## src/rtl/shannon_lut_pkg.sv

```systemverilog
package shannon_lut_pkg;
  // number of shifts needed for a full load of a K-input table
  function automatic int unsigned cells_of(input int unsigned k);
    return 32'd1 << k;
  endfunction
endpackage

```

## src/rtl/slut_chain.sv

```systemverilog
// Volatile storage cells arranged as a serial shift chain, MSB first.
module slut_chain #(
  parameter int unsigned N = 16
) (
  input  logic         clk,
  input  logic         rst,
  input  logic         shift_en,
  input  logic         din,
  output logic [N-1:0] cells,
  output logic         dout
);
  always_ff @(posedge clk) begin
    if (rst) begin
      cells <= '0;
    end else if (shift_en) begin
      cells <= {cells[N-2:0], din};
    end
  end

  assign dout = cells[N-1];
endmodule

```

## src/rtl/slut_loadctl.sv

```systemverilog
// Counts enabled shifts after reset and raises a sticky ready flag.
module slut_loadctl #(
  parameter int unsigned N = 16
) (
  input  logic clk,
  input  logic rst,
  input  logic shift_en,
  output logic ready
);
  localparam int unsigned CW = $clog2(N) + 1;
  localparam logic [CW-1:0] LAST = CW'(N - 1);

  logic [CW-1:0] cnt;

  always_ff @(posedge clk) begin
    if (rst) begin
      cnt   <= '0;
      ready <= 1'b0;
    end else if (shift_en && !ready) begin
      cnt <= cnt + 1'b1;
      if (cnt == LAST) begin
        ready <= 1'b1;
      end
    end
  end
endmodule

```

## src/rtl/slut_tree.sv

```systemverilog
// Binary 2-to-1 multiplexer tree: level t selects with sel[t-1];
// the root stage is steered by sel[K-1] (first input, Shannon split).
module slut_tree #(
  parameter int unsigned K = 4,
  localparam int unsigned N = 1 << K
) (
  input  logic [N-1:0] leaves,
  input  logic [K-1:0] sel,
  output logic         root
);
  for (genvar t = 0; t <= K; t++) begin : g_lv
    localparam int unsigned W = 1 << (K - t);
    logic [W-1:0] v;
    if (t == 0) begin : g_leaf
      assign v = leaves;
    end else begin : g_mux
      for (genvar m = 0; m < W; m++) begin : g_node
        assign v[m] = sel[t-1] ? g_lv[t-1].v[2*m+1] : g_lv[t-1].v[2*m];
      end
    end
  end

  assign root = g_lv[K].v[0];
endmodule

```

## src/rtl/shannon_lut.sv

```systemverilog
module shannon_lut #(
  parameter int unsigned K = 4
) (
  input  logic         clk,
  input  logic         rst,
  input  logic         cfg_en,
  input  logic         cfg_din,
  output logic         cfg_dout,
  output logic         cfg_done,
  input  logic [K-1:0] lut_in,
  output logic         f_out
);
  import shannon_lut_pkg::*;
  localparam int unsigned N = cells_of(K);

  logic [N-1:0] cells;
  logic         tree_out;

  slut_chain #(.N(N)) u_chain (
    .clk(clk), .rst(rst), .shift_en(cfg_en), .din(cfg_din),
    .cells(cells), .dout(cfg_dout)
  );

  slut_loadctl #(.N(N)) u_ctl (
    .clk(clk), .rst(rst), .shift_en(cfg_en), .ready(cfg_done)
  );

  slut_tree #(.K(K)) u_tree (
    .leaves(cells), .sel(lut_in), .root(tree_out)
  );

  assign f_out = cfg_done & tree_out;
endmodule

```

## config.mk

```make
export PLATFORM = sky130hd
export DESIGN_NAME = shannon_lut
export DESIGN_NICKNAME = d
export VERILOG_FILES = /design/src/rtl/shannon_lut_pkg.sv /design/src/rtl/slut_chain.sv /design/src/rtl/slut_loadctl.sv /design/src/rtl/slut_tree.sv /design/src/rtl/shannon_lut.sv
export SDC_FILE = /design/constraint.sdc
export NUM_CORES = 1
export LEC_CHECK = 0
export ABC_AREA = 0
export ABC_CLOCK_PERIOD_IN_PS = 2600
export BUFFER_PORTS_ARGS = -buffer_cell sky130_fd_sc_hd__buf_4
export CELL_PAD_IN_SITES_DETAIL_PLACEMENT = 0
export CELL_PAD_IN_SITES_GLOBAL_PLACEMENT = 1
export CORE_MARGIN = 1
export CORE_UTILIZATION = 35
export CTS_BUF_LIST = sky130_fd_sc_hd__clkbuf_4 sky130_fd_sc_hd__clkbuf_8
export CTS_CLUSTER_DIAMETER = 60
export CTS_CLUSTER_SIZE = 10
export DETAILED_ROUTE_END_ITERATION = 12
export GPL_TIMING_DRIVEN = 0
export PLACE_DENSITY = 0.68
export SETUP_SLACK_MARGIN = 0.5
export SLEW_MARGIN = 20
export SYNTH_ARGS = -nofsm -noshare
export SYNTH_HDL_FRONTEND = slang
export SYNTH_SLANG_ARGS = --single-unit
```

## constraint.sdc

```tcl
create_clock -name clk -period 2.6 [get_ports clk]
set_input_delay 0.78 -clock clk [delete_from_list [all_inputs] [get_ports clk]]
set_output_delay 0.78 -clock clk [all_outputs]
set_load 0.01 [all_outputs]
```

# ---- Word-level counts from Yosys, hierarchy flattened
# Cells that the tools add are included.
dict set report op_classes {
  n_addsub 1
  n_mul 0
  div 0
  n_lt_le_gt_ge 0
  n_eq_ne 1
  shift 0
  n_mux 15
  bitwise_logic 1
  n_reduce_logical 3
}
# op count
set op_table {}
lappend op_table {{two-way mux 1 bit} 15}
lappend op_table {{adder 5 x 1 -> 5 bit, second input constant} 1}
lappend op_table {{== test 5 x 4 -> 1 bit, second input constant} 1}
lappend op_table {{AND reduction 2 bit} 1}
lappend op_table {{AND 1 bit} 1}
lappend op_table {{logical AND 1 bit} 1}
lappend op_table {{logical NOT 1 bit} 1}
dict set report totals {
  ff_bits 22
  latch_bits 0
  ram_bits 0
  mem_bits_ro 0
  in_bits 8
  wordCells 24
  mem_count 0
}

# ---- Depth between registers and ports, before layout
# Gate-level depths: netlist (run 1).
dict set report logic_depth {
  ltp_word 5
  ltp_mapped 6
}

# ---- By module
# A second synthesis (run 1) with hierarchy kept.
dict set report hier_totals {
  hier_cells 87
  hier_area_um2 993.5
}
# module instances cells_per_inst area_per_inst_um2
set by_module_without_submodules {}
lappend by_module_without_submodules {slut_chain 1 53 588.1}
lappend by_module_without_submodules {slut_loadctl 1 26 264.0}
lappend by_module_without_submodules {slut_tree 1 7 135.1}
lappend by_module_without_submodules {shannon_lut 1 1 6.3}

# ---- Worst setup path before layout (run 1)
# No wires, ideal clock.
dict set report synth_path {
  path_type {input-to-output}
  from {input port lut_in[0]}
  to {output port f_out}
  t_arrival_ns 1.655
  t_required_ns 1.820
  path_slack_ns 0.165
  cell_stages 4
  n_path_buf 1
  path_cell_list {buf_6 mux4_2 o211ai_2 o22ai_1}
}
dict set report synth_via {
  elab_chain_len 5
  elab_cells_between_ends 16
  classes_between {mux: 15; bitwise: 1}
}
# item line
set synth_rtl {}
lappend synth_rtl {{from (decl)} shannon_lut.sv:10} ;# input logic [K-1:0] lut_in,
lappend synth_rtl {{two-way mux 1 bit (3 in series)} slut_tree.sv:18} ;# assign v[m] = sel[t-1] ? g_lv[t-1].v[2*m+1] : g_lv[t-1].v[2*m];
lappend synth_rtl {{two-way mux 1 bit *} slut_tree.sv:18}
lappend synth_rtl {{AND 1 bit *} shannon_lut.sv:32} ;# assign f_out = cfg_done & tree_out;
lappend synth_rtl {{to (decl)} shannon_lut.sv:11} ;# output logic f_out
# Every way passes the cells marked *; elsewhere a longest branch is shown, timed or not.

# ---- Worst setup path in the final report (run 1)
# Same ends and word-level chain as after synthesis.

==> flow_metrics.tcl, run 1 <==
set metrics [dict create \
    final-hold-violation-count 0 \
    tritoncts_num_sinks 22 \
    drv_slew 0 \
    cts-buffers-inserted 3 \
    syn2layout_area_growth_pct 16.5 \
    buffer_ports.inserted 8 \
    largest_net_degree_at_the_start_of_global_routing 14 \
    drv_cap 0 \
    num_vias 652 \
    max_stage_delay_ns 0.49 \
    vdd_drop_max_mv 0.305 \
    nature_of_the_critical_path_startpoint "input port" \
    critical_path_required_ns 1.82 \
    placementRows 18 \
    cp_slowest_cell "sky130_fd_sc_hd__mux4_2" \
    power_per_cell_area_nw_per_um2 587 \
    final_layout_size_suffix_gt1_frac 0.178 \
    first_pass_iters 1 \
    number_of_antenna_violations_at_the_first_check_in_global_routing 0 \
    yosys_most_used_dff "sky130_fd_sc_hd__dfxtp_1" \
    cts.root.buffer_cell "sky130_fd_sc_hd__clkbuf_4" \
    avgViaCountPerCell 4.76 \
    synth-edff-count 0 \
    min-delay-path-class "flip-flop to flip-flop" \
    clk_pin_slew_worst_paths_ns 0.12 \
    initial_core_utilization 0.379 \
    wl_per_cell_um 11.4 \
    synthArstFlopShare 0 \
    clock_latency_ns 0.30 \
    first_global_vias 597 \
    synth_cell_type_count 24 \
    place_hpwl_mm 1.17 \
    synthesis.nets 105 \
    fmax_ghz 0.388 \
    finalClockSkew_ns 0.00793 \
    relative_slew_margins 0.704 \
    yosysWarningCount 0 \
    finalWorstPathRequiredPeriod_ns 2.58 \
    timing.final.setup_violations 0 \
    cts_tree "done" \
    layout.filler_cells 254 \
    crit_family "multiplexers" \
    critical_path_arrival_ns 1.80 \
    netlist_area_um2 965 \
    antenna-diode-count 0 \
    cts.path.max_buffers 2 \
    worst-setup-path-type "input port to output pin" \
    timing.hold.ws_ns 0.504 \
    die-area_um2 2970 \
    io_pins 11 \
    wire_length_of_the_first_global_routing_pass_mm 2.57 \
    die_h_um 54.5 \
    gr-total-overflow 0 \
    path_cells "buf_12, mux4_2, o211ai_1, o22ai_1, buf_4" \
    sequential_share_of_the_synthesized_area 0.457 \
    htree_levels 1 \
    endpoint_kind "output pin" \
    drtAntennaViolNets 0 \
    synth-seq-cells 22 \
    floorplan.core_area_um2 2540 \
    initialDrtViolationCount 0 \
    die_w_um 54.5 \
    fin_crit_sh 0.990 \
    final_nets 118 \
    post-route-drc-count 0 \
    track_usage 0.127 \
    routabilityCongestion 0.652 \
    routed_wirelength_mm 1.56 \
    cp.buffers_inverters 2 \
    p_leak_nw 0.494 \
    syn_inst 95 \
    synth.avg_cell_area_um2 10.2 \
    run_status "finished clean" \
    worst-slew-pin-transition_ns 0.444 \
    post-layout-total-power_w 0.000659 \
    worstPathMaxFanout 6 \
    rsz0062_at_grt "true" \
]
==> report_power, final <==
part / switching (W) / internal [W] / leakage, nW
logic: 0.0000261 / 0.0000280 / 0.288
clock network: 0.000101 / 0.000156 / 0.0279
registers: 0.00000448 / 0.000343 / 0.178
total: 0.000132 / 0.000527 / 0.494
==> layout by cell type, fill, tap and decap left out <==
| master | count |
|---|---|
| sky130_fd_sc_hd__mux4_2 | 2 |
| sky130_fd_sc_hd__clkbuf_4 | 3 |
| sky130_fd_sc_hd__ha_1 | 2 |
| sky130_fd_sc_hd__inv_1 | 1 |
| sky130_fd_sc_hd__nor2b_1 | 2 |
| sky130_fd_sc_hd__o211ai_1 | 1 |
| sky130_fd_sc_hd__buf_1 | 1 |
| sky130_fd_sc_hd__a211oi_1 | 1 |
| sky130_fd_sc_hd__bufinv_16 | 1 |
| sky130_fd_sc_hd__nand2_1 | 4 |
| sky130_fd_sc_hd__buf_2 | 2 |
| sky130_fd_sc_hd__nand4_1 | 1 |
| sky130_fd_sc_hd__o211ai_2 | 1 |
| sky130_fd_sc_hd__xor2_1 | 2 |
| sky130_fd_sc_hd__clkbuf_1 | 1 |
| sky130_fd_sc_hd__dfxtp_1 | 22 |
| sky130_fd_sc_hd__nor2_1 | 22 |
| sky130_fd_sc_hd__mux2i_1 | 21 |
| sky130_fd_sc_hd__o22ai_1 | 1 |
| sky130_fd_sc_hd__a21oi_1 | 1 |
| sky130_fd_sc_hd__buf_12 | 1 |
| sky130_fd_sc_hd__xnor2_1 | 1 |
| sky130_fd_sc_hd__and3_1 | 1 |
| sky130_fd_sc_hd__nand2b_1 | 1 |
| sky130_fd_sc_hd__buf_4 | 9 |
| sky130_fd_sc_hd__nand3_1 | 2 |
==> cell families after synthesis <==
family	share of synthesized area
adder cells (fa/ha/maj)	0.0259
AND/OR/NAND/NOR	0.144
flip-flops	0.457
AO/OA/AOI/OAI	0.0402
multiplexers	0.265
XOR/XNOR	0.0272
buffers and inverters	0.0415
==> per-layer routing <==
metal	GRT usage	share of wire	vias to the layer above
met5	0	0	-
met4	0.0897	0.012	0
met3	0.0250	0.042	2
met2	0.189	0.44	8
met1	0.164	0.50	291
li1	-	-	351
==> through the flow <==
step / instances / setup WS, ns / util / setup TNS [ns] / area (um2)
2_1_floorplan: 95 / 0.165 / - / 0 / 965
3_3_place_gp: 133 / -0.0124 / 0.417 / -0.0124 / 1060
3_5_place_dp: 133 / -0.0211 / 0.417 / -0.0211 / 1060
4_1_cts: 137 / 0.00601 / 0.441 / 0 / 1120
5_1_grt: 137 / -0.0111 / 0.441 / -0.0111 / 1120
6_report: 137 / 0.0248 / 0.441 / 0 / 1120
==> synthesized netlist by cell type (2+ instances only) <==
cell	count	area, um2
sky130_fd_sc_hd__buf_2	2	10.0
sky130_fd_sc_hd__dfxtp_1	22	440
sky130_fd_sc_hd__ha_1	2	25.0
sky130_fd_sc_hd__mux2i_1	21	210
sky130_fd_sc_hd__mux4_2	2	45.0
sky130_fd_sc_hd__nand2_1	4	15.0
sky130_fd_sc_hd__nand3_1	2	10.0
sky130_fd_sc_hd__nor2_1	22	82.6
sky130_fd_sc_hd__nor2b_1	2	12.5
sky130_fd_sc_hd__xor2_1	2	17.5
==> worst register-to-register path, stage by stage, from the launching register on <==
cell and delay, ns:
sky130_fd_sc_hd__dfxtp_1 0.35, sky130_fd_sc_hd__ha_1 0.21, sky130_fd_sc_hd__and3_1 0.19, sky130_fd_sc_hd__ha_1 0.27
sky130_fd_sc_hd__a211oi_1 0.19
==> sequential cells by signal (all words and copies together) (netlist names) <==
signal         cells
u_ctl.cnt          5
u_chain.cells     16
u_ctl.ready        1
==> what timing repair did <==
action,in CTS,in global routing
endpoints found under the setup margin,1,1
gates resized for setup,2,0
pin swaps,0,0
hold buffers,0,0
buffers inserted,0,0
==> final timing paths <==
kind,startpoint,to,slack (ns),cells past startpoint
worst max-delay path,lut_in[0],f_out,0.02,5
worst min-delay path,u_ctl.cnt[4]$_SDFFE_PP0P_,u_ctl.cnt[4]$_SDFFE_PP0P_,0.50,2
worst max register to register,u_ctl.cnt[0]$_SDFFE_PP0P_,u_ctl.cnt[4]$_SDFFE_PP0P_,1.33,4
worst min register to register,u_ctl.cnt[4]$_SDFFE_PP0P_,u_ctl.cnt[4]$_SDFFE_PP0P_,0.50,2
==> cell type report <==
class	count	area, um2	area share
Buffer	6	45.0	0.0401
Inverter	1	3.75	0.00334
Clock inverter	1	30.0	0.0267
Tap cell	30	37.5	0.0334
Clock buffer	3	22.5	0.0200
Timing Repair Buffer	8	60.1	0.0535
Sequential cell	22	440	0.392
Multi-Input combinational cell	66	484	0.431
No activity file was read; power rests on OpenSTA's default activity.
==> inputs of run 2 (changes only) <==
--- a/config.mk
+++ b/config.mk
@@ -6,7 +6,7 @@
 export NUM_CORES = 1
 export LEC_CHECK = 0
 export ABC_AREA = 0
-export ABC_CLOCK_PERIOD_IN_PS = 2600
+export ABC_CLOCK_PERIOD_IN_PS = 2400
 export BUFFER_PORTS_ARGS = -buffer_cell sky130_fd_sc_hd__buf_4
 export CELL_PAD_IN_SITES_DETAIL_PLACEMENT = 0
 export CELL_PAD_IN_SITES_GLOBAL_PLACEMENT = 1
@@ -18,6 +18,7 @@
 export DETAILED_ROUTE_END_ITERATION = 12
 export GPL_TIMING_DRIVEN = 0
 export PLACE_DENSITY = 0.68
+export RECOVER_POWER = 25
 export SETUP_SLACK_MARGIN = 0.5
 export SLEW_MARGIN = 20
 export SYNTH_ARGS = -nofsm -noshare
==> constraint.sdc (replaced) <==
create_clock -name clk -period 2.4 [get_ports clk]
set_input_delay 0.72 -clock clk [delete_from_list [all_inputs] [get_ports clk]]
set_output_delay 0.72 -clock clk [all_outputs]
set_load 0.01 [all_outputs]
==> flow_metrics.tcl, run 2 (synthesized netlist as in run 1, its figures left out) <==
set metrics [dict create \
    final_nets 118 \
    critical_path_arrival_ns 1.73 \
    wire_length_of_the_first_global_routing_pass_mm 2.57 \
    rsz0062_at_grt "true" \
    hold_bufs_at_cts 0 \
    largest_register_ffs 16 \
    combinational_group_share_of_total_power 0.081 \
    num_vias 659 \
    routed_wirelength_mm 1.56 \
    finalWorstPathRequiredPeriod_ns 2.45 \
    post_cts.repair.setup_buffers 0 \
    number_of_antenna_violations_at_the_first_check_in_global_routing 0 \
    worstPathMaxFanout 6 \
    largest_net_degree_at_the_start_of_global_routing 14 \
    worst-slew-pin-transition_ns 0.545 \
    first_pass_iters 3 \
    netsw_w 0.000143 \
    track_usage 0.127 \
    cts.root.buffer_cell "sky130_fd_sc_hd__clkbuf_4" \
    avgViaCountPerCell 4.81 \
    first_global_vias 597 \
    fin_crit_sh 1.02 \
    syn2layout_area_growth_pct 16.1 \
    power.clock.fraction 0.391 \
    largest_register "u_chain.cells" \
    finalClockSkew_ns 0.00965 \
    tritoncts_num_sinks 22 \
    p_sw_frac 0.201 \
    layout_top_registers "u_chain.cells x16, u_ctl.cnt x5, u_ctl.ready x1" \
    placementRows 18 \
    rr_worst_depth 4 \
    drv_slew 0 \
    htree_levels 1 \
    cp.buffers_inverters 2 \
    die_h_um 54.5 \
    clk_pin_slew_worst_paths_ns 0.13 \
    timing.final.setup_violations 1 \
    fmax_ghz 0.407 \
    buffer_ports.inserted 8 \
    floorplan.core_area_um2 2540 \
    post-route-drc-count 0 \
    max_stage_delay_ns 0.49 \
    layout.filler_cells 254 \
    die-area_um2 2970 \
    internal_power_w 0.000570 \
    crit_family "multiplexers" \
    power_per_cell_area_nw_per_um2 637 \
    drtAntennaViolNets 0 \
    hold_end "u_ctl.cnt[4]$_SDFFE_PP0P_" \
    cts.path.max_buffers 2 \
    worst-setup-path-type "input port to output pin" \
    clock_latency_ns 0.31 \
    violations_in_the_final_reports "negative setup slack" \
    critical_path.reg2reg.endpoint "u_ctl.cnt[4]$_SDFFE_PP0P_" \
    initial_core_utilization 0.379 \
    p_leak_nw 0.491 \
    gr-total-overflow 0 \
    dpl_worst_slack_ns -0.101 \
    multi_input_gate_area_in_the_final_layout_um2 484 \
    final-hold-violation-count 0 \
    cts-buffers-inserted 3 \
    instances_no_fill 137 \
    final_layout_size_suffix_gt1_frac 0.168 \
    layout_common_cells "22 x sky130_fd_sc_hd__nor2_1, 22 x sky130_fd_sc_hd__dfxtp_1, 21 x sky130_fd_sc_hd__mux2i_1, 8 x sky130_fd_sc_hd__buf_4, 4 x sky130_fd_sc_hd__nand2_1" \
    routabilityCongestion 0.652 \
    critical_path_required_ns 1.68 \
    antenna-diode-count 0 \
    placed_cells_incl_taps 133 \
    die_w_um 54.5 \
    nature_of_the_critical_path_startpoint "input port" \
    hold_path.startpoint "u_ctl.cnt[4]$_SDFFE_PP0P_" \
    min-delay-path-class "flip-flop to flip-flop" \
    worst_r2r_setup_slack_ns 1.13 \
    initialDrtViolationCount 3 \
    timing.hold.worst_path_depth 2 \
    drv_cap 0 \
    vdd_drop_max_mv 0.330 \
    place_hpwl_mm 1.17 \
    path_cells "buf_12, mux4_2, o211ai_1, o22ai_1, buf_4" \
    endpoint_kind "output pin" \
    cp_slowest_cell "sky130_fd_sc_hd__mux4_2" \
    sequentialPowerShare 0.528 \
    seqCellArea_um2 440 \
    cts_tree "done" \
    io_pins 11 \
    wl_per_cell_um 11.4 \
    run_status "finished with violations" \
    relative_slew_margins 0.637 \
    crit-reg2reg-launch "u_ctl.cnt[0]$_SDFFE_PP0P_" \
    final.setup.worst_slack_ns -0.0546 \
]
-- run 2: worst min-delay path: cells and delay by family, from the launching register on --
kind,cells,cell delay (ns)
DFF,1,0.33
and+or+nand+nor,1,0.09
AOI/OAI and AO/OA,1,0.05
-- run 2: worst max-delay path by stage --
stage,slack (ns),cells past startpoint,end,from
floorplan,0.08,4,f_out,lut_in[0]
global placement,-0.09,5,f_out,lut_in[0]
detailed placement,-0.10,5,f_out,lut_in[0]
CTS,-0.07,5,f_out,lut_in[0]
global route,-0.09,5,f_out,lut_in[0]
finish,-0.05,5,f_out,lut_in[0]
-- run 2: final cells by class --
class | count | share of cell area
multi-input combinational | 66 | 0.432
sequential | 22 | 0.393
timing repair buffer | 8 | 0.0536
buffer | 6 | 0.0369
tap | 30 | 0.0335
clock inverter | 1 | 0.0268
clock buffer | 3 | 0.0201
inverter | 1 | 0.00335
-- run 2: per-stage QoR --
stage	cell area [um2]	total power (W)	hold slack (ns)	util	setup TNS (ns)
finish	1120	0.000714	0.503	0.440	-0.0546
CTS	1120	0.000729	0.508	0.441	-0.0740
detailed placement	1060	0.000443	0.490	0.417	-0.101
floorplan	965	0.000426	0.472	-	0
global route	1120	0.000749	0.531	0.440	-0.0911
global placement	1060	0.000443	0.486	0.417	-0.0924
-- run 2: timing repair --
item,CTS,global route
gates resized for setup,2,0
endpoints found under the hold margin,0,0
endpoints found under the setup margin,1,1
-- run 2: power by group through the flow --
stage / clock network, W / registers [W] / logic [W]
global route: 0.000305 / 0.000378 / 0.0000654
CTS: 0.000292 / 0.000377 / 0.0000599
global placement: 0 / 0.000385 / 0.0000576
detailed placement: 0 / 0.000385 / 0.0000580
finish: 0.000279 / 0.000377 / 0.0000580
floorplan: 0 / 0.000384 / 0.0000420
-- run 2: routing by layer --
| metal | track usage | vias to the layer above | routed length, um |
|---|---|---|---|
| li1 | - | 353 | - |
| met1 | 0.164 | 292 | 788 |
| met2 | 0.189 | 10 | 666 |
| met3 | 0.0250 | 4 | 68 |
| met4 | 0.0897 | 0 | 37 |
| met5 | 0 | - | 0 |
==> inputs of run 3 (changes only) <==
--- a/config.mk
+++ b/config.mk
@@ -11,13 +11,12 @@
 export CELL_PAD_IN_SITES_DETAIL_PLACEMENT = 0
 export CELL_PAD_IN_SITES_GLOBAL_PLACEMENT = 1
 export CORE_MARGIN = 1
-export CORE_UTILIZATION = 35
-export CTS_BUF_LIST = sky130_fd_sc_hd__clkbuf_4 sky130_fd_sc_hd__clkbuf_8
+export CORE_UTILIZATION = 31
 export CTS_CLUSTER_DIAMETER = 60
 export CTS_CLUSTER_SIZE = 10
 export DETAILED_ROUTE_END_ITERATION = 12
 export GPL_TIMING_DRIVEN = 0
-export PLACE_DENSITY = 0.68
+export PLACE_DENSITY = 0.62
 export RECOVER_POWER = 25
 export SETUP_SLACK_MARGIN = 0.5
 export SLEW_MARGIN = 20
==> flow_metrics.tcl, run 3 (synthesized netlist as in run 1, its figures left out) <==
set metrics [dict create \
    routed_wirelength_mm 1.71 \
    wl_per_cell_um 12.1 \
    antenna-diode-count 0 \
    cts-buffers-inserted 3 \
    cts.root.buffer_cell "sky130_fd_sc_hd__clkbuf_4" \
    finalWorstPathRequiredPeriod_ns 2.42 \
    layout.cell_area.non_filler_um2 1130 \
    final_nets 121 \
    wire_length_of_the_first_global_routing_pass_mm 2.93 \
    layout_top_registers "u_chain.cells x16, u_ctl.cnt x5, u_ctl.ready x1" \
    worst-slew-pin-transition_ns 0.571 \
    hold_end "u_ctl.cnt[4]$_SDFFE_PP0P_" \
    clk_pin_slew_worst_paths_ns 0.12 \
    endpoint_kind "output pin" \
    netsw_w 0.000147 \
    finalClockSkew_ns 0.00326 \
    gr-total-overflow 0 \
    timing.final.setup_violations 1 \
    drtAntennaViolNets 0 \
    track_usage 0.115 \
    placementRows 19 \
    number_of_antenna_violations_at_the_first_check_in_global_routing 0 \
    p_leak_nw 0.498 \
    clock_latency_ns 0.31 \
    die-area_um2 3340 \
    syn2layout_area_growth_pct 16.9 \
    violations_in_the_final_reports "design-rule violations, negative setup slack" \
    timing.hold.ws_ns 0.516 \
    drv_slew 0 \
    worstPathMaxFanout 5 \
    worst-setup-path-type "input port to output pin" \
    worst_r2r_setup_slack_ns 1.10 \
    tritoncts_num_sinks 22 \
    hold_path.startpoint "u_ctl.cnt[4]$_SDFFE_PP0P_" \
    htree_levels 1 \
    timing.hold.worst_path_depth 2 \
    avgViaCountPerCell 4.82 \
    layout_common_cells "22 x sky130_fd_sc_hd__nor2_1, 22 x sky130_fd_sc_hd__dfxtp_1, 21 x sky130_fd_sc_hd__mux2i_1, 11 x sky130_fd_sc_hd__buf_4, 4 x sky130_fd_sc_hd__nand2_1" \
    min-delay-path-class "flip-flop to flip-flop" \
    initial_core_utilization 0.338 \
    initialDrtViolationCount 37 \
    final.setup.worst_slack_ns -0.0197 \
    first_pass_iters 8 \
    floorplan.core_area_um2 2850 \
    placed_cells_incl_taps 134 \
    run_status "finished with violations" \
    nature_of_the_critical_path_startpoint "input port" \
    combinational_group_share_of_total_power 0.097 \
    fmax_ghz 0.413 \
    place_hpwl_mm 1.24 \
    die_w_um 57.8 \
    final-hold-violation-count 0 \
    power_per_cell_area_nw_per_um2 572 \
    fin_crit_sh 1.01 \
    rr_worst_depth 4 \
    routabilityCongestion 0.638 \
    buffer_ports.inserted 8 \
    critical_path_required_ns 1.68 \
    critical_path_arrival_ns 1.70 \
    vdd_drop_max_mv 0.406 \
    cts.path.max_buffers 2 \
    layout.filler_cells 299 \
    placedInstanceArea_um2 1060 \
    crit-reg2reg-launch "u_ctl.cnt[0]$_SDFFE_PP0P_" \
    num_vias 679 \
    post-route-drc-count 2 \
    hold_bufs_at_cts 0 \
    relative_slew_margins 0.619 \
    io_pins 11 \
    cts_tree "done" \
    die_h_um 57.8 \
    p_sw_frac 0.228 \
    critical_path.reg2reg.endpoint "u_ctl.cnt[4]$_SDFFE_PP0P_" \
    largest_register "u_chain.cells" \
    final_layout_size_suffix_gt1_frac 0.191 \
    power.clock.fraction 0.318 \
    largest_register_ffs 16 \
    instances_no_fill 141 \
    sequentialPowerShare 0.585 \
    internal_power_w 0.000497 \
    first_global_vias 650 \
    largest_net_degree_at_the_start_of_global_routing 13 \
    rsz0062_at_grt "true" \
    drv_cap 0 \
]
-- run 3: what timing repair did --
action,CTS,global route
cloned,0,0
setup buffers,1,2
setup endpoints to repair,1,1
gates resized for setup,2,0
pin swaps,2,2
-- run 3: power by group through the flow --
stage | registers [W] | logic [W] | clock network (W)
3_3_place_gp | 0.000385 | 0.0000580 | 0
5_1_grt | 0.000378 | 0.0000694 | 0.000232
4_1_cts | 0.000377 | 0.0000616 | 0.000220
6_report | 0.000377 | 0.0000626 | 0.000205
3_5_place_dp | 0.000385 | 0.0000585 | 0
2_1_floorplan | 0.000384 | 0.0000420 | 0
-- run 3: metal layers --
layer | routed length, um | GRT usage | up-vias
met5 | 0 | 0 | -
met1 | 833 | 0.147 | 308
met2 | 765 | 0.186 | 15
met4 | 19 | 0.0306 | 0
met3 | 94 | 0.0402 | 2
li1 | - | - | 354
-- run 3: cell type report --
cell class / count / area (um2) / area share
multi-input combinational: 66 / 484 / 0.430
sequential: 22 / 440 / 0.391
timing repair buffer: 11 / 82.6 / 0.0733
buffer: 6 / 41.3 / 0.0366
tap: 31 / 38.8 / 0.0344
clock buffer: 4 / 36.3 / 0.0322
inverter: 1 / 3.75 / 0.00333
-- run 3: worst max-delay path, stage by stage --
cell and delay (ns):
sky130_fd_sc_hd__buf_12 0.09, sky130_fd_sc_hd__mux4_2 0.47, sky130_fd_sc_hd__o211ai_1 0.18, sky130_fd_sc_hd__o22ai_1 0.09
sky130_fd_sc_hd__buf_4 0.15
-- run 3: worst max path at each step --
stage	from	end	slack, ns	cells after the start
5_1_grt	lut_in[0]	f_out	-0.07	5
3_5_place_dp	lut_in[0]	f_out	-0.09	5
4_1_cts	lut_in[0]	f_out	-0.08	5
6_report	lut_in[0]	f_out	-0.02	5
3_3_place_gp	lut_in[0]	f_out	-0.09	5
2_1_floorplan	lut_in[0]	f_out	0.08	4
-- run 3: per-stage QoR --
step | TNS [ns] | power (W) | util | setup WS [ns]
floorplan | 0 | 0.000426 | - | 0.0849
global placement | -0.0888 | 0.000443 | 0.373 | -0.0888
detailed placement | -0.0852 | 0.000444 | 0.373 | -0.0852
CTS | -0.0816 | 0.000659 | 0.391 | -0.0816
global route | -0.0739 | 0.000680 | 0.395 | -0.0739
finish | -0.0197 | 0.000644 | 0.395 | -0.0197
